<file path="config.mk">
export PLATFORM = sky130hd
export DESIGN_NAME = ts_stamp_top
export DESIGN_NICKNAME = d
export VERILOG_FILES = /design/src/rtl/ts_pkg.sv /design/src/rtl/ts_edge.sv /design/src/rtl/ts_snapshot.sv /design/src/rtl/ts_ctrl.sv /design/src/rtl/ts_stamp_top.sv
export SDC_FILE = /design/constraint.sdc
export NUM_CORES = 1
export LEC_CHECK = 0
export ABC_CLOCK_PERIOD_IN_PS = 1700
export CORE_MARGIN = 1.5
export CORE_UTILIZATION = 30
export DETAILED_ROUTE_END_ITERATION = 12
export PLACE_DENSITY_LB_ADDON = 0.2
export REMOVE_ABC_BUFFERS = 1
export SETUP_SLACK_MARGIN = 0.05
export SKIP_CTS_REPAIR_TIMING = 1
export SYNTH_ARGS = -nofsm -noshare
export SYNTH_HDL_FRONTEND = slang
export SYNTH_SLANG_ARGS = --single-unit
export TNS_END_PERCENT = 20
</file>
<file path="constraint.sdc">
create_clock -name clk -period 1.7 [get_ports clk]
set_input_delay 0.255 -clock clk [delete_from_list [all_inputs] [get_ports clk]]
set_output_delay 0.255 -clock clk [all_outputs]
set_load 0.01 [all_outputs]
</file>
<file path="src/rtl/ts_pkg.sv">
package ts_pkg;
  localparam int DW = 8;
  localparam int AW = 5;

  localparam logic [AW-1:0] A_FLAGA = 5'h00;
  localparam logic [AW-1:0] A_FLAGB = 5'h01;
  localparam logic [AW-1:0] A_CTRL  = 5'h12;
  localparam logic [AW-1:0] A_SNAP0 = 5'h13;
  localparam int NFIELD = 6;

  localparam int BIT_FA   = 4;
  localparam int BIT_FB   = 5;
  localparam int BIT_IE   = 2;
  localparam int BIT_OFF  = 6;
  localparam int BIT_MODE = 7;

  typedef struct packed {
    logic [DW-1:0] sec;
    logic [DW-1:0] min;
    logic [DW-1:0] hour;
    logic [DW-1:0] day;
    logic [DW-1:0] mon;
    logic [DW-1:0] year;
  } ts_time_t;

  function automatic ts_time_t trim(input ts_time_t t);
    ts_time_t r;
    r.sec  = t.sec  & 8'h7F;
    r.min  = t.min  & 8'h7F;
    r.hour = t.hour & 8'h3F;
    r.day  = t.day  & 8'h3F;
    r.mon  = t.mon  & 8'h1F;
    r.year = t.year;
    return r;
  endfunction
endpackage

</file>
<file path="src/rtl/ts_edge.sv">
module ts_edge #(
  parameter int STAGES = 2
) (
  input  logic clk,
  input  logic rst,
  input  logic pin_n,
  output logic fall
);
  logic [STAGES:0] chain;

  always_ff @(posedge clk) begin
    if (rst) chain <= '1;
    else     chain <= {chain[STAGES-1:0], pin_n};
  end

  assign fall = chain[STAGES] & ~chain[STAGES-1];
endmodule

</file>
<file path="src/rtl/ts_snapshot.sv">
module ts_snapshot
  import ts_pkg::*;
(
  input  logic     clk,
  input  logic     rst,
  input  logic     cap,
  input  ts_time_t live,
  output ts_time_t snap
);
  always_ff @(posedge clk) begin
    if (rst)      snap <= '0;
    else if (cap) snap <= trim(live);
  end
endmodule

</file>
<file path="src/rtl/ts_ctrl.sv">
module ts_ctrl
  import ts_pkg::*;
(
  input  logic          clk,
  input  logic          rst,
  input  logic          wr,
  input  logic [AW-1:0] addr,
  input  logic [DW-1:0] wdata,
  input  logic          ev,
  output logic          fa,
  output logic          fb,
  output logic          ie,
  output logic          off,
  output logic          first,
  output logic          cap,
  output logic          irq_n
);
  logic fa_d, fb_d;
  logic accept;

  assign accept = ev & ~off;
  assign cap    = accept & ~(first & (fa | fb));

  always_comb begin
    fa_d = fa;
    fb_d = fb;
    if (wr && addr == A_FLAGA && !wdata[BIT_FA]) fa_d = 1'b0;
    if (wr && addr == A_FLAGB && !wdata[BIT_FB]) fb_d = 1'b0;
    if (accept) begin
      fa_d = 1'b1;
      fb_d = 1'b1;
    end
  end

  always_ff @(posedge clk) begin
    if (rst) begin
      fa    <= 1'b0;
      fb    <= 1'b0;
      ie    <= 1'b0;
      off   <= 1'b0;
      first <= 1'b0;
      irq_n <= 1'b1;
    end else begin
      fa    <= fa_d;
      fb    <= fb_d;
      irq_n <= ~(ie & (fa | fb));
      if (wr && addr == A_FLAGB) ie <= wdata[BIT_IE];
      if (wr && addr == A_CTRL) begin
        off   <= wdata[BIT_OFF];
        first <= wdata[BIT_MODE];
      end
    end
  end
endmodule

</file>
<file path="src/rtl/ts_stamp_top.sv">
module ts_stamp_top
  import ts_pkg::*;
(
  input  logic          clk,
  input  logic          rst,
  input  logic          tamper_n,
  input  logic [DW-1:0] cal_sec,
  input  logic [DW-1:0] cal_min,
  input  logic [DW-1:0] cal_hour,
  input  logic [DW-1:0] cal_day,
  input  logic [DW-1:0] cal_mon,
  input  logic [DW-1:0] cal_year,
  input  logic          reg_wr,
  input  logic [AW-1:0] reg_addr,
  input  logic [DW-1:0] reg_wdata,
  output logic [DW-1:0] reg_rdata,
  output logic          irq_n
);
  logic     ev, cap, fa, fb, ie, off, first;
  ts_time_t live, snap;
  logic [DW-1:0] fields [NFIELD];

  assign live = '{sec: cal_sec, min: cal_min, hour: cal_hour,
                  day: cal_day, mon: cal_mon, year: cal_year};

  ts_edge #(.STAGES(2)) u_edge (
    .clk(clk), .rst(rst), .pin_n(tamper_n), .fall(ev)
  );

  ts_ctrl u_ctrl (
    .clk(clk), .rst(rst), .wr(reg_wr), .addr(reg_addr), .wdata(reg_wdata),
    .ev(ev), .fa(fa), .fb(fb), .ie(ie), .off(off), .first(first),
    .cap(cap), .irq_n(irq_n)
  );

  ts_snapshot u_snap (
    .clk(clk), .rst(rst), .cap(cap), .live(live), .snap(snap)
  );

  generate
    for (genvar i = 0; i < NFIELD; i++) begin : g_fld
      assign fields[i] = snap[(NFIELD-1-i)*DW +: DW];
    end
  endgenerate

  always_ff @(posedge clk) begin
    if (rst) begin
      reg_rdata <= '0;
    end else begin
      reg_rdata <= '0;
      if (reg_addr == A_FLAGA)
        reg_rdata[BIT_FA] <= fa;
      else if (reg_addr == A_FLAGB) begin
        reg_rdata[BIT_FB] <= fb;
        reg_rdata[BIT_IE] <= ie;
      end else if (reg_addr == A_CTRL) begin
        reg_rdata[BIT_OFF]  <= off;
        reg_rdata[BIT_MODE] <= first;
      end else if (reg_addr >= A_SNAP0 && reg_addr < A_SNAP0 + AW'(NFIELD))
        reg_rdata <= fields[reg_addr - A_SNAP0];
    end
  end
endmodule

</file>
# Word level (Yosys, flattened, before mapping)
# Cells that the tools add are included.
# totals
register_bits,56
out_inout_bits,9
# op_classes
add_sub_neg,1
n_lt_le_gt_ge,3
eq_ne,2
muxes,14
bitwise_logic,12
n_reduce_logical,14
# op_table
op,n
$bmux 8 s3,1
$mux 8,3
$mux 1,7
$ge 6x4->1 const B,1
$logic_and 1x1->1,6
$mux 6,1
$not 5->6,1
$and 1x1->1,5
$eq 5x1->1 const B,1
$eq 5x5->1 const B,1
$ge 5x5->1 const B,1
$logic_not 5->1,1
$lt 5x5->1 const B,1
$not 1->1,5
$reduce_or 5->1,1
$sub 5x5->5 const B,1
$mux 2,2
$reduce_bool 2->1,2
$reduce_or 3->1,1
$logic_not 1->1,2
$reduce_or 2->1,1
$or 1x1->1,1

# Depth between registers and ports, before layout
# Gate-level depths: netlist of the first run.
# depth
depth_word,9
mapped_depth,9
mapped_depth_nobuf,6

# Modules after synthesis
# A second synthesis of the first run with hierarchy kept.
# hier_totals
cells_unflattened,245
area_unflattened_um2,2600.0
# by_module_without_submodules
module,instances,cells_per_inst,area_each_um2,seq_area_each_um2
ts_snapshot,1,136,1471.4,780.7
ts_stamp_top,1,72,745.7,160.2
ts_ctrl,1,30,297.8,120.1
ts_edge,1,7,85.1,60.1

# Worst setup path after synthesis of the first run
# Ideal clock, no wire load.
# synth_timing
kind,input port to flip-flop
startpoint,input reg_addr[0]
endpoint,register reg_rdata[3]
setup_ps,120
arrival_time_ps,1680
required_ps,1580
path_slack_ps,-100
path_stages,8
path_buffers,3
cell_sequence,buf_6 > buf_12 > inv_1 > ha_1 > buf_1 > mux4_2 > a21oi_1 > nor2_1
# synth_between
elab_chain_len,5
elab_cells_between_ends,13
classes_between,1 x add/sub; 2 x order compare; 2 x eq/ne; 3 x mux; 2 x bitwise; 3 x reduce/logical
# synth_lines
element,line_no,rtl
start: declaration,ts_stamp_top.sv:14,"input logic [AW-1:0] reg_addr,"
$sub 5x5->5,ts_stamp_top.sv:60,reg_rdata <= fields[reg_addr - A_SNAP0];
$not 5->6 (implied by the code),ts_stamp_top.sv:60,
$bmux 8 s3,ts_stamp_top.sv:60,
$mux 8 (implied by the code) (2 in a row),ts_stamp_top.sv:60,
end signal: indexed assignment,ts_stamp_top.sv:55,reg_rdata[BIT_IE] <= ie;
end signal: indexed assignment,ts_stamp_top.sv:58,reg_rdata[BIT_MODE] <= first;
end signal: assignment,ts_stamp_top.sv:60,
end: declaration,ts_stamp_top.sv:16,"output logic [DW-1:0] reg_rdata,"
# Several ways; a longest one is shown, not always the timed one. The select of a mux whose other input is x is not followed.
# A chain may end at the register's enable or synchronous reset.

# Worst setup path after layout of the first run
# layout_timing
startpoint,input reg_addr[2]
endpoint,register reg_rdata[6]
# layout_between
elab_chain_len,7
elab_cells_between_ends,14
classes_between,1 x add/sub; 2 x order compare; 2 x eq/ne; 5 x mux; 1 x bitwise; 3 x reduce/logical
# layout_lines
element,line_no,rtl
$sub 5x5->5,ts_stamp_top.sv:60,
$not 5->6 (implied by the code),ts_stamp_top.sv:60,
$bmux 8 s3,ts_stamp_top.sv:60,
$mux 8 (implied by the code) (2 in a row),ts_stamp_top.sv:60,
$mux 8,ts_stamp_top.sv:59,end else if (reg_addr >= A_SNAP0 && reg_addr < A_SNAP0 + AW'(NFIELD))
$mux 2,ts_stamp_top.sv:56,end else if (reg_addr == A_CTRL) begin
# Several ways; a longest one is shown, not always the timed one. The select of a mux whose other input is x is not followed.

==> results.json, run 1 <==
{
  "overflow": 0,
  "areaGrowthSynthToFinish_pct": 39.6,
  "hold_violations": 0,
  "required_ns": 1.95,
  "die_h_um": 92.0,
  "io_pins": 74,
  "holdCritPathClass": "in -> reg",
  "maxCapViolations": 0,
  "grt_pass1_wl_um": 9240,
  "initial_core_util": 0.309,
  "status": "completed",
  "rows": 32,
  "met1Wirelength_um": 2630,
  "root_buffer": "clkbuf_8",
  "max_freq_mhz": 644,
  "ys_seq_elements": 56,
  "fin_crit_sh": 0.914,
  "slew_headroom": 0.715,
  "stdcell_area_sq_um": 3310,
  "drive_gt1_frac": 0.134,
  "r2r_start": "u_ctrl.off$_SDFFE_PP0P_",
  "vias_per_cell": 4.55,
  "yosysSeqAreaShare": 0.472,
  "routedWlPerCell_um": 12.4,
  "maxSlewViolCount": 0,
  "die_w_um": 92.0,
  "startpoint": "reg_addr[2]",
  "power_mw": 2.51,
  "endpoint_kind": "flop",
  "drt.antenna.violating_nets": 0,
  "final_common_cell": "nand2_1",
  "placed_cell_area_sq_um": 3190,
  "dieArea_sq_um": 8450,
  "wl_met2_um": 2680,
  "wirelength_um": 5600,
  "drtPass1Iterations": 4,
  "most-common-layout-cells": "85 x nand2_1, 58 x clkdlybuf4s50_1, 56 x dfxtp_1, 47 x a21oi_1, 26 x buf_4",
  "gp_congestion": 0.813,
  "ys_types": 36,
  "hpwl_um": 4200,
  "syn-instance-count": 274,
  "post-route-min-period_ns": 1.55,
  "setup_viol": 0,
  "io_buffers": 61,
  "num_antenna_cells": 0,
  "grt_use_total": 0.137,
  "hp-start": "rst",
  "grt_max_degree": 27,
  "insertion_delay_ns": 0.31,
  "vias": 2060,
  "top_layer": "met4",
  "htree_levels": 2,
  "routed-wl-met3_um": 209,
  "cts_tree": "built",
  "core-area_sq_um": 7690,
  "crit_path_max_fanout": 4,
  "nets": 419,
  "drt-initial-drc-count": 54,
  "cellPowerDensity_nw_per_um2": 757,
  "cts_buffers": 5,
  "drcViolationCount": 0,
  "cp-start-kind": "primary input",
  "cts_sinks": 56,
  "critical_path_class": "in -> reg",
  "power_leakage_nw": 1.24,
  "arrival_ns": 1.81,
  "worst_pin_slew_ns": 0.427,
  "ir_drop_uv": 289,
  "syn_avg_cell_area_sq_um": 8.66,
  "clockBufferDepth": 2,
  "antenna_found_initial": 0,
  "grt_setup_unrepaired": "no",
  "synthesis.area_sq_um": 2370,
  "yosysWarnings": 0,
  "clk_pin_slew_ns": 0.10,
  "clock-skew-final_ns": 0.00731,
  "grt_pass1_vias": 2052
}
[cell type report]
class	count	area, sq um
Fill cell	804	4370
Multi-Input combinational cell	195	1140
Sequential cell	56	1120
Timing Repair Buffer	87	806
Tap cell	102	128
Clock buffer	6	82.6
Inverter	5	18.8
Clock inverter	2	13.8
[Yosys cell counts]
library cell,number,area [sq um]
mux4_2,2,45.0
nand2_1,85,319
mux4_1,4,105
nor3_2,1,10.0
and4b_1,1,10.0
nand2b_2,1,8.76
nand4_1,1,6.26
ha_1,4,50.1
a32oi_1,2,17.5
and2_1,1,6.26
nand4bb_1,1,11.3
buf_1,1,3.75
o21ai_0,3,15.0
dfxtp_1,56,1120
buf_2,4,20.0
or2_2,3,18.8
clkbuf_1,7,26.3
nand3_1,4,20.0
buf_4,2,15.0
mux2i_1,8,80.1
o21ai_1,3,15.0
nor4bb_1,1,10.0
buf_12,1,20.0
nor3_1,6,30.0
a22oi_1,1,7.51
buf_6,2,22.5
xor2_1,1,8.76
nor3b_2,1,12.5
inv_1,5,18.8
a211oi_1,1,7.51
nand4b_1,1,8.76
o32ai_2,1,16.3
nor2_1,9,33.8
clkbuf_2,1,5.00
a21oi_1,48,240
o211ai_1,1,7.51
[per-layer routing]
| layer | vias to the layer above | GRT usage |
|---|---|---|
| met5 | - | 0 |
| met2 | 38 | 0.233 |
| li1 | 1077 | - |
| met3 | 7 | 0.0323 |
| met1 | 938 | 0.172 |
| met4 | 0 | 0.0423 |
[metrics by stage]
step | setup TNS, ns | utilization | hold WS [ns] | setup WS, ns | std cells
finish | 0 | 0.431 | 0.373 | 0.146 | 453
global route | 0 | 0.431 | 0.392 | 0.0781 | 453
CTS | -0.468 | 0.427 | 0.364 | -0.120 | 453
detailed placement | -3.61 | 0.415 | 0.409 | -0.454 | 445
global placement | -3.40 | 0.415 | 0.393 | -0.399 | 445
floorplan | 0 | - | 0.324 | 0.101 | 256
[sequential cells by signal, summed over array words and instances, names as in the netlist]
| name | flops |
|---|---|
| reg_rdata | 8 |
| u_ctrl.fa | 1 |
| u_ctrl.fb | 1 |
| u_ctrl.first | 1 |
| u_ctrl.ie | 1 |
| u_ctrl.irq_n | 1 |
| u_ctrl.off | 1 |
| u_edge.chain | 3 |
| u_snap.snap | 39 |
[worst max-delay path, stage by stage]
cell and delay, ns:
clkdlybuf4s50_1 0.55, buf_4 0.15, xor2_1 0.21, buf_4 0.16, mux2i_1 0.24, a32oi_1 0.14, nor2_1 0.10
[final timing paths]
path	slack [ns]	depth (start not counted)	endpoint
max	0.15	7	reg_rdata[6]$_SDFF_PP0_
min	0.37	2	u_snap.snap[25]$_SDFFE_PP0P_
max reg2reg	0.28	5	u_snap.snap[29]$_SDFFE_PP0P_
min reg2reg	0.42	1	u_edge.chain[1]$_SDFF_PP1_
[logic make-up after synthesis]
group,Yosys count,share of synthesized area
simple gates,116,0.213
flops,56,0.472
xor+xnor,1,0.00369
compound gates,60,0.138
mux,14,0.0970
fa+ha+maj,4,0.0211
buf+inv,23,0.0553
[report_power, final]
| part | leakage, nW | internal, mW | total (mW) | switching (mW) |
|---|---|---|---|---|
| Sequential | 0.455 | 1.35 | 1.37 | 0.0189 |
| Combinational | 0.731 | 0.215 | 0.366 | 0.151 |
| Clock | 0.0516 | 0.334 | 0.775 | 0.441 |
| Total | 1.24 | 1.90 | 2.51 | 0.611 |
Note: power is estimated with default switching activity, not from simulation.
==> inputs of run 2 (changes only) <==
CORE_MARGIN = not set   (was 1.5)
GPL_ROUTABILITY_DRIVEN = 0   (was not set)
==> run 2 against run 1 <==
Against the previous run: non-clock buffer count shrank 3; routed wire length down 2.6%; worst setup slack improved by 0.053 ns; clock power shrank 7.5%; first-iteration DRC count up 35%; combinational power down 3%; clock skew increased by 0.0074 ns; sequential power about the same; final area fell by 0.57%; global-route usage rose by 0.10 points; critical endpoint is now u_ctrl.fb$_SDFFE_PP0P_.
==> results.json, run 2 (synthesis results as in run 1) <==
{
  "dieArea_sq_um": 8270,
  "routedWlPerCell_um": 12.1,
  "grt_use_total": 0.138,
  "holdCritPathClass": "reg -> reg",
  "cts_tree": "built",
  "power.clock.fraction": 0.294,
  "drt.antenna.violating_nets": 0,
  "io_buffers": 61,
  "arrival_ns": 1.70,
  "rows": 32,
  "maxCapViolations": 0,
  "grt_max_degree": 40,
  "hold-path-endpoint": "u_edge.chain[1]$_SDFF_PP1_",
  "root_buffer": "clkbuf_8",
  "hold_violations": 0,
  "reg2reg_slack_ns": 0.33,
  "crit_chain": "clkdlybuf4s50_1, buf_4, nor3_2, buf_4, nand3_1, o21ai_0, a21oi_1",
  "clockBufferDepth": 2,
  "ff2ff_path_depth": 5,
  "slowest_stage": "clkdlybuf4s50_1",
  "vias": 2065,
  "wl_met2_um": 2620,
  "hold_depth": 1,
  "setup_viol": 0,
  "insertion_delay_ns": 0.31,
  "die_h_um": 91.0,
  "p_sw_mw": 0.588,
  "most-common-layout-cells": "85 x nand2_1, 59 x clkdlybuf4s50_1, 56 x dfxtp_1, 48 x a21oi_1, 22 x buf_4",
  "io_pins": 74,
  "cp-start-kind": "primary input",
  "r2r_start": "u_ctrl.off$_SDFFE_PP0P_",
  "grt_pass1_vias": 1978,
  "cts_buffers": 5,
  "htree_levels": 2,
  "routed-wl-met3_um": 229,
  "top_register": "u_snap.snap",
  "slew_headroom": 0.734,
  "combPwrFrac": 0.146,
  "grt_setup_unrepaired": "no",
  "post-route-min-period_ns": 1.50,
  "reg_top3": "u_snap.snap: 39 flops, reg_rdata: 8 flops, u_edge.chain: 3 flops",
  "crit_top_cell": "buf_4",
  "num_antenna_cells": 0,
  "core-area_sq_um": 7690,
  "crit_path_max_fanout": 5,
  "drive_gt1_frac": 0.121,
  "die_w_um": 91.0,
  "ir_drop_uv": 333,
  "endpoint_kind": "flop",
  "startpoint": "reg_addr[2]",
  "wirelength_um": 5450,
  "drtPass1Iterations": 4,
  "cts_sinks": 56,
  "met1Wirelength_um": 2550,
  "drt-initial-drc-count": 73,
  "whs_ns": 0.422,
  "hp-start": "u_edge.chain[0]$_SDFF_PP1_",
  "max_freq_mhz": 666,
  "crit_family": "buffers and inverters",
  "pwr-share-seq": 0.561,
  "required_ns": 1.90,
  "final_common_cell": "nand2_1",
  "stdcell_area_sq_um": 3290,
  "clk_pin_slew_ns": 0.09,
  "critPathMaxStageDelay_ns": 0.50,
  "antenna_found_initial": 0,
  "multi_input_area_sq_um": 1140,
  "worst_pin_slew_ns": 0.399,
  "placed_cell_area_sq_um": 3180,
  "fillers": 811,
  "fin_crit_sh": 0.883,
  "areaGrowthSynthToFinish_pct": 38.8,
  "overflow": 0,
  "swShare": 0.241,
  "initial_core_util": 0.309,
  "cp_num_buf_inv": 3,
  "intPower_mw": 1.85,
  "vias_per_cell": 4.59,
  "status": "completed",
  "critical_path_class": "in -> reg",
  "grt_pass1_wl_um": 9140,
  "clock-skew-final_ns": 0.0147,
  "hpwl_um": 4040,
  "nets": 416,
  "power_leakage_nw": 1.22,
  "r2r-end": "u_snap.snap[25]$_SDFFE_PP0P_",
  "maxSlewViolCount": 0,
  "cellPowerDensity_nw_per_um2": 741,
  "layout.area.seq_sq_um": 1120,
  "top_layer": "met4",
  "largest_reg_flops": 39,
  "drcViolationCount": 0
}
[run 2: cell type report]
type	count	area share
inverters	5	0.00570
flip-flops and latches	56	0.340
clock buffers	6	0.0220
multi-input cells	195	0.345
well taps	102	0.0387
repair buffers	84	0.243
clock inverters	2	0.00494
[run 2: metrics by stage]
step	TNS [ns]	power (mW)	std cells	util	worst slack (ns)
after floorplan	0	1.52	256	-	0.101
after global placement	-3.07	1.75	442	0.414	-0.331
after detailed placement	-3.29	1.76	442	0.414	-0.363
after CTS	-0.0590	2.48	450	0.426	-0.0243
after global routing	0	2.58	450	0.429	0.0639
final	0	2.44	450	0.429	0.200
[run 2: worst max path at each step]
stage | endpoint | slack, ns | depth (start not counted)
3_5_place_dp | reg_rdata[2]$_SDFF_PP0_ | -0.36 | 7
2_1_floorplan | u_snap.snap[0]$_SDFFE_PP0P_ | 0.10 | 4
3_3_place_gp | reg_rdata[3]$_SDFF_PP0_ | -0.33 | 7
4_1_cts | reg_rdata[5]$_SDFF_PP0_ | -0.02 | 7
6_report | u_ctrl.fb$_SDFFE_PP0P_ | 0.20 | 7
5_1_grt | u_ctrl.fb$_SDFFE_PP0P_ | 0.06 | 7
[run 2: per-layer routing]
metal  track usage  vias to the layer above
li1              -                     1072
met4        0.0476                        0
met3        0.0302                        5
met1         0.174                      941
met5             0                        -
met2         0.234                       47
[run 2: power by group through the flow]
stage / clock, mW / combinational, mW / sequential, mW
6_report: 0.717 / 0.355 / 1.37
5_1_grt: 0.810 / 0.393 / 1.37
4_1_cts: 0.750 / 0.358 / 1.37
3_5_place_dp: 0 / 0.357 / 1.40
3_3_place_gp: 0 / 0.353 / 1.40
2_1_floorplan: 0 / 0.122 / 1.39
